File: config.mk
export PLATFORM = sky130hd
export DESIGN_NAME = fp_reg_stack
export DESIGN_NICKNAME = d
export VERILOG_FILES = /design/src/rtl/fp_stack_pkg.sv /design/src/rtl/fp_tag_classify.sv /design/src/rtl/fp_preset_rom.sv /design/src/rtl/fp_stack_rdmux.sv /design/src/rtl/fp_reg_stack.sv
export SDC_FILE = /design/constraint.sdc
export NUM_CORES = 2
export LEC_CHECK = 0
export BUFFER_PORTS_ARGS = -buffer_cell sky130_fd_sc_hd__clkbuf_2
export CAP_MARGIN = 20
export CORE_UTILIZATION = 40
export CTS_BUF_LIST = sky130_fd_sc_hd__clkbuf_16
export DETAILED_ROUTE_END_ITERATION = 10
export HOLD_SLACK_MARGIN = 0.12
export PLACE_DENSITY = 0.57
export RECOVER_POWER = 100
export SLEW_MARGIN = 30
export SYNTH_ARGS = -nofsm -noshare
export SYNTH_HDL_FRONTEND = slang
export SYNTH_SLANG_ARGS = --single-unit
File: constraint.sdc
create_clock -name clk -period 3.9 [get_ports clk]
set_input_delay 0.78 -clock clk [delete_from_list [all_inputs] [get_ports clk]]
set_output_delay 0.78 -clock clk [all_outputs]
set_load 0.05 [all_outputs]
File: src/rtl/fp_stack_pkg.sv
package fp_stack_pkg;

    parameter int FP_W      = 80;
    parameter int FP_EXP_W  = 15;
    parameter int STK_DEPTH = 8;

    typedef enum logic [2:0] {
        OP_NOP       = 3'd0,
        OP_CLEAR     = 3'd1,
        OP_PUSH      = 3'd2,
        OP_PUSH_ONE  = 3'd3,
        OP_PUSH_PI   = 3'd4,
        OP_PUSH_ZERO = 3'd5,
        OP_POP       = 3'd6,
        OP_READ      = 3'd7
    } stk_op_e;

    typedef enum logic [1:0] {
        TAG_VALID   = 2'b00,
        TAG_ZERO    = 2'b01,
        TAG_SPECIAL = 2'b10,
        TAG_EMPTY   = 2'b11
    } stk_tag_e;

endpackage

File: src/rtl/fp_tag_classify.sv
module fp_tag_classify
    import fp_stack_pkg::*;
#(
    parameter int W     = FP_W,
    parameter int EXP_W = FP_EXP_W
) (
    input  logic [W-1:0] value_i,
    output stk_tag_e     tag_o
);
    localparam int MAN_W = W - 1 - EXP_W;

    logic [EXP_W-1:0] exp_field;
    logic [MAN_W-1:0] sig_field;
    logic             int_bit;

    assign exp_field = value_i[W-2 -: EXP_W];
    assign sig_field = value_i[MAN_W-1:0];
    assign int_bit   = value_i[MAN_W-1];

    always_comb begin
        if (&exp_field) begin
            tag_o = TAG_SPECIAL;
        end else if (exp_field == '0) begin
            tag_o = (sig_field == '0) ? TAG_ZERO : TAG_SPECIAL;
        end else begin
            tag_o = int_bit ? TAG_VALID : TAG_SPECIAL;
        end
    end
endmodule

File: src/rtl/fp_preset_rom.sv
module fp_preset_rom
    import fp_stack_pkg::*;
#(
    parameter int W     = FP_W,
    parameter int EXP_W = FP_EXP_W
) (
    input  stk_op_e      op_i,
    output logic [W-1:0] const_o
);
    localparam int            MAN_W  = W - 1 - EXP_W;
    localparam logic [EXP_W-1:0] BIAS = EXP_W'((1 << (EXP_W - 1)) - 1);
    localparam logic [63:0]   PI_SIG = 64'hC90FDAA22168C235;

    logic [MAN_W-1:0] pi_man;
    logic [MAN_W-1:0] one_man;

    generate
        if (MAN_W >= 64) begin : g_wide
            if (MAN_W > 64) begin : g_pad
                assign pi_man = {PI_SIG, {(MAN_W - 64){1'b0}}};
            end else begin : g_exact
                assign pi_man = PI_SIG;
            end
        end else begin : g_narrow
            assign pi_man = PI_SIG[63 -: MAN_W];
        end
    endgenerate

    assign one_man = {1'b1, {(MAN_W - 1){1'b0}}};

    always_comb begin
        unique case (op_i)
            OP_PUSH_ONE: const_o = {1'b0, BIAS, one_man};
            OP_PUSH_PI:  const_o = {1'b0, BIAS + EXP_W'(1), pi_man};
            default:     const_o = '0;
        endcase
    end
endmodule

File: src/rtl/fp_stack_rdmux.sv
module fp_stack_rdmux
    import fp_stack_pkg::*;
#(
    parameter int W     = FP_W,
    parameter int DEPTH = STK_DEPTH,
    parameter int PTR_W = $clog2(DEPTH)
) (
    input  logic [DEPTH-1:0][W-1:0] regs_i,
    input  logic [DEPTH-1:0][1:0]   tags_i,
    input  logic [PTR_W-1:0]        top_i,
    input  logic [PTR_W-1:0]        idx_i,
    output logic [W-1:0]            data_o,
    output stk_tag_e                tag_o
);
    logic [PTR_W-1:0] phys;

    assign phys   = top_i + idx_i;
    assign data_o = regs_i[phys];
    assign tag_o  = stk_tag_e'(tags_i[phys]);
endmodule

File: src/rtl/fp_reg_stack.sv
module fp_reg_stack
    import fp_stack_pkg::*;
#(
    parameter int W     = FP_W,
    parameter int EXP_W = FP_EXP_W,
    parameter int DEPTH = STK_DEPTH
) (
    input  logic                 clk,
    input  logic                 rst_n,
    input  logic [2:0]           op,
    input  logic [W-1:0]         push_data,
    input  logic [$clog2(DEPTH)-1:0] rd_idx,
    output logic [W-1:0]         rd_data,
    output logic [2*DEPTH-1:0]   tag_word,
    output logic [$clog2(DEPTH)-1:0] top_ptr,
    output logic                 stack_fault,
    output logic                 cond_c1,
    output logic [15:0]          status_word
);
    localparam int PTR_W    = $clog2(DEPTH);
    localparam int TOP_LSB  = 11;
    localparam int C1_BIT   = 9;
    localparam int SF_BIT   = 6;

    typedef struct packed {
        logic [DEPTH-1:0][W-1:0] regs;
        logic [DEPTH-1:0][1:0]   tags;
        logic [PTR_W-1:0]        top;
        logic                    fault;
        logic                    c1;
    } stk_state_t;

    stk_state_t st_d, st_q;

    stk_op_e          op_e;
    logic [W-1:0]     const_val;
    logic [W-1:0]     push_val;
    stk_tag_e         push_tag;
    stk_tag_e         rd_tag;
    logic [PTR_W-1:0] tgt_d;
    logic             is_push;

    assign op_e = stk_op_e'(op);

    fp_preset_rom #(.W(W), .EXP_W(EXP_W)) i_rom (
        .op_i    (op_e),
        .const_o (const_val)
    );

    assign push_val = (op_e == OP_PUSH) ? push_data : const_val;

    fp_tag_classify #(.W(W), .EXP_W(EXP_W)) i_classify (
        .value_i (push_val),
        .tag_o   (push_tag)
    );

    fp_stack_rdmux #(.W(W), .DEPTH(DEPTH), .PTR_W(PTR_W)) i_rdmux (
        .regs_i (st_q.regs),
        .tags_i (st_q.tags),
        .top_i  (st_q.top),
        .idx_i  (rd_idx),
        .data_o (rd_data),
        .tag_o  (rd_tag)
    );

    assign tgt_d   = st_q.top - PTR_W'(1);
    assign is_push = (op_e == OP_PUSH) || (op_e == OP_PUSH_ONE) ||
                     (op_e == OP_PUSH_PI) || (op_e == OP_PUSH_ZERO);

    always_comb begin
        st_d = st_q;
        if (is_push) begin
            if (stk_tag_e'(st_q.tags[tgt_d]) != TAG_EMPTY) begin
                st_d.fault = 1'b1;
                st_d.c1    = 1'b1;
            end else begin
                st_d.regs[tgt_d] = push_val;
                st_d.tags[tgt_d] = push_tag;
                st_d.top         = tgt_d;
            end
        end else begin
            unique case (op_e)
                OP_CLEAR: begin
                    for (int i = 0; i < DEPTH; i++) begin
                        st_d.tags[i] = TAG_EMPTY;
                    end
                    st_d.top   = '0;
                    st_d.fault = 1'b0;
                    st_d.c1    = 1'b0;
                end
                OP_POP: begin
                    if (stk_tag_e'(st_q.tags[st_q.top]) == TAG_EMPTY) begin
                        st_d.fault = 1'b1;
                        st_d.c1    = 1'b0;
                    end else begin
                        st_d.tags[st_q.top] = TAG_EMPTY;
                        st_d.top            = st_q.top + PTR_W'(1);
                    end
                end
                OP_READ: begin
                    if (rd_tag == TAG_EMPTY) begin
                        st_d.fault = 1'b1;
                        st_d.c1    = 1'b0;
                    end
                end
                default: ;
            endcase
        end
    end

    always_ff @(posedge clk) begin
        if (!rst_n) begin
            st_q.regs  <= '0;
            st_q.tags  <= '1;
            st_q.top   <= '0;
            st_q.fault <= 1'b0;
            st_q.c1    <= 1'b0;
        end else begin
            st_q <= st_d;
        end
    end

    generate
        for (genvar g = 0; g < DEPTH; g++) begin : g_tagword
            assign tag_word[2*g +: 2] = st_q.tags[g];
        end
    endgenerate

    assign top_ptr     = st_q.top;
    assign stack_fault = st_q.fault;
    assign cond_c1     = st_q.c1;

    always_comb begin
        status_word                      = '0;
        status_word[TOP_LSB +: PTR_W]    = st_q.top;
        status_word[C1_BIT]              = st_q.c1;
        status_word[SF_BIT]              = st_q.fault;
    end
endmodule

==> flow_summary.toml <==
[cells_and_area]
synthToLayoutAreaGrowth_pct = 19.73
finish.net_count = 3465
most_frequent_standard_cell_in_the_layout_excluding_fill_and_tap_cells = "sky130_fd_sc_hd__nand2_1"
nFillCells = 6845
final_design_area_no_fill_mm2 = 0.03537
post-route-util_pct = 48.48
layout-drive-gt1-share_pct = 20.24
most_used_cells_in_the_layout_excluding_fill_and_tap_cells = "839 x sky130_fd_sc_hd__nand2_1, 659 x sky130_fd_sc_hd__dfxtp_1, 451 x sky130_fd_sc_hd__a21oi_1"

[synthesis]
synthesis.area_per_instance_um2 = 8.960
synth_edf_count = 0
mappedNetlistArea_mm2 = 0.02954
yosys_register_bits = 661
postSynth.topFlopCell = "sky130_fd_sc_hd__dfxtp_1"
synth.yosys.warnings = 0
ys_types = 53
synth-seq-area-share_pct = 44.79
netlist_instances = 3297
synth_async_sr_flop_share_pct = 0

[die]
core_area_mm2 = 0.07296
rows = 99
chipHeight_um = 273.8
initial_utilization_pct = 40.49
io-pin-count = 205
die_width_um = 273.8
dieArea_mm2 = 0.07495

[clock_tree]
htree_num_levels = 3
path_clk_slew_ps = 60
clock_insertion_delay_at_the_later_pin_of_the_skew_report_ps = 610
cts_max_path_buffers = 3
cts_made_buffers = 73
cts_sinks = 661
cts-hold-fix-buffers = 0
clock_tree_root_buffer_cell = "sky130_fd_sc_hd__clkbuf_16"
cts_tree = "done"

[route]
drt_drc_violations_left = 0
finalWirelength_mm = 95.47
drt-vias-per-instance = 5.576
antenna_violating_nets_post_route = 1
drtIter0Drc = 1992
dr.pass1.iters = 8
detailroute.via_count = 24511
routed_wire_length_per_instance_um = 21.72

[worst_setup_path]
timing.critical_path.buf_inv = 5
startpoint_type = "flip-flop"
critPathKind = "reg -> out"
cp-end-kind = "output pin"
required_ps = 3120
cp_num_cells = 11
arrival_ps = 3410
timing.reg2reg.worst_path_depth = 11
crit_path_frequent_cell = "sky130_fd_sc_hd__buf_12"
worst_path_max_delay_cell = "sky130_fd_sc_hd__mux4_2"
crit_fanout = 10
slowest_delay_ps = 500
cell_class_contributing_the_biggest_share_of_worst_path_delay = "multiplexers"
crit_chain = "ha_4 > inv_2 > fa_4 > xnor2_4 > xnor2_4 > buf_12 > buf_12 > buf_12 > mux4_2 > mux2_4 > clkbuf_16"

[global_route]
groute.usage.overall_pct = 25.23
largest_net_degree_at_the_start_of_global_routing = 105
vias_in_the_first_global_route = 23647
grt_pass1_wl_mm = 146.6
globalRoute.totalOverflow = 0
grt_antenna_before_repair = 7

[sta]
rsz0062_at_grt = "true"
finalWorstSetupSlack_ps = -290.7
holdWs_ps = 450.6
finalWorstPathRequiredPeriod_ps = 4191
transition_time_at_the_pin_with_the_least_slew_margin_ps = 1046
drv_slew = 0
post-route-period-util_pct = 107.5
report.final.setup_viol = 80
max-slew-margin-rel_pct = 29.87
fin_worst_skew_ps = 18.81
finalHoldViolations = 0
fmax_mhz = 238.6

[pwr]
irDropWorstVdd_uv = 567.2
power.density_mw_per_mm2 = 682.1
p_leak_uw = 0.01195

[run_status]
result_of_the_run = "finished with violations"
failed_checks = "antenna rules, setup timing"

[hold_path]
holdCritPathClass = "reg -> reg"
holdPathStages = 2

[placed_design]
dp_hpwl_mm = 57.05
pre_cts_slack_ps = -451.4
finalWeightedCongestion = 0.9195
placed_instance_area_mm2 = 0.03183
portBuffers = 193

[flow_run]
max_cap_viol_count = 0
-- cells by family (layout without fill, tap and decap cells) --
logic type	count (synthesis)	after routing	share of synthesized area, %
and+or+nand+nor	1260	1260	16.97
AOI/OAI and AO/OA	761	761	15.71
xor gates and xnor gates	4	4	0.1440
DFF	661	661	44.79
adders and majority gates	5	5	0.2372
muxes	248	248	15.78
other	1	19	0.01269
buffers and inverters	357	479	6.353
-- worst paths after layout --
path,startpoint,endpoint,slack [ps]
max,top_ptr[0]$_SDFFE_PN0P_,rd_data[67],-290
min,st_q[85]$_SDFFE_PN0P_,st_q[85]$_SDFFE_PN0P_,450
max reg2reg,top_ptr[0]$_SDFFE_PN0P_,st_q[95]$_SDFFE_PN0P_,90
min reg2reg,st_q[85]$_SDFFE_PN0P_,st_q[85]$_SDFFE_PN0P_,450
-- timing repair --
| action | CTS | global route |
|---|---|---|
| setup endpoints to repair | 80 | 131 |
| resized for setup | 186 | 50 |
| pin swaps | 2 | 0 |
| cloned | 2 | 3 |
| buffers inserted | 23 | 1 |
-- worst min-delay path, delay by kind of cell, from the launching register on --
kind | cells | cell delay (ps)
compound gates | 1 | 50
flops | 1 | 300
simple gates | 1 | 50
-- power by group --
part / switching (µW) / leakage, µW / internal (µW)
registers: 450 / 0.00534 / 7430
logic: 5510 / 0.00540 / 3820
clock network: 2860 / 0.00122 / 4060
-- per-stage QoR --
step,setup TNS [ps],total power [µW],std cells
after global placement,-30590,16450,4227
after floorplan,0,13560,3307
after detailed placement,-32000,16490,4227
final,-19780,24130,4396
after global routing,-40750,25190,4391
after CTS,-22360,24170,4384
-- cell type report --
type / instances / area, µm² / share of cell area [%]
multi-input cells: 2289 / 14930 / 42.21
clock inverters: 56 / 467.9 / 1.323
inverters: 12 / 52.55 / 0.1486
flip-flops and latches: 661 / 13240 / 37.42
well taps: 959 / 1200 / 3.392
repair buffers: 335 / 3562 / 10.07
diodes: 8 / 20.02 / 0.05660
clock buffers: 76 / 1902 / 5.377
-- Yosys cell counts, types with 2 or more instances --
library cell | instances | area, µm²
sky130_fd_sc_hd__buf_2 | 90 | 450.4
sky130_fd_sc_hd__and3_1 | 2 | 12.51
sky130_fd_sc_hd__inv_1 | 12 | 45.04
sky130_fd_sc_hd__and2_1 | 40 | 250.2
sky130_fd_sc_hd__xnor2_1 | 2 | 17.52
sky130_fd_sc_hd__nor2_1 | 280 | 1051
sky130_fd_sc_hd__nor4_1 | 18 | 112.6
sky130_fd_sc_hd__a211oi_2 | 14 | 175.2
sky130_fd_sc_hd__ha_1 | 4 | 50.05
sky130_fd_sc_hd__a311oi_1 | 7 | 61.31
sky130_fd_sc_hd__buf_6 | 17 | 191.4
sky130_fd_sc_hd__buf_4 | 79 | 593.1
sky130_fd_sc_hd__dfxtp_1 | 661 | 13230
sky130_fd_sc_hd__o22ai_1 | 23 | 143.9
sky130_fd_sc_hd__o21ai_0 | 7 | 35.03
sky130_fd_sc_hd__a211oi_1 | 222 | 1667
sky130_fd_sc_hd__nor3b_1 | 2 | 15.01
sky130_fd_sc_hd__clkbuf_1 | 156 | 585.6
sky130_fd_sc_hd__buf_1 | 3 | 11.26
sky130_fd_sc_hd__mux4_2 | 166 | 3739
sky130_fd_sc_hd__nand3_1 | 35 | 175.2
sky130_fd_sc_hd__nand4_1 | 6 | 37.54
sky130_fd_sc_hd__a221o_1 | 8 | 80.08
sky130_fd_sc_hd__a31oi_1 | 12 | 75.07
sky130_fd_sc_hd__a21oi_1 | 451 | 2257
sky130_fd_sc_hd__and4_1 | 2 | 17.52
sky130_fd_sc_hd__a21oi_2 | 2 | 17.52
sky130_fd_sc_hd__nor3_1 | 29 | 145.1
sky130_fd_sc_hd__o31ai_1 | 3 | 22.52
sky130_fd_sc_hd__mux2_2 | 80 | 900.9
sky130_fd_sc_hd__nand2b_1 | 3 | 18.77
sky130_fd_sc_hd__o221ai_1 | 2 | 17.52
sky130_fd_sc_hd__nand2_1 | 839 | 3149
-- state kept, by name, summed over array words and instances, names as in the netlist --
| signal | cells |
|---|---|
| cond_c1 | 1 |
| st_q | 640 |
| stack_fault | 1 |
| tag_word | 16 |
| top_ptr | 3 |
-- routing by layer --
layer	GRT usage [%]	vias up	share of wire (%)
met5	0	-	0.056
met4	8.821	8	2.9
met3	3.789	165	5.8
met2	41.48	759	47
met1	33.63	11920	44
li1	-	11659	-
Note: power is estimated with default switching activity, not from simulation.
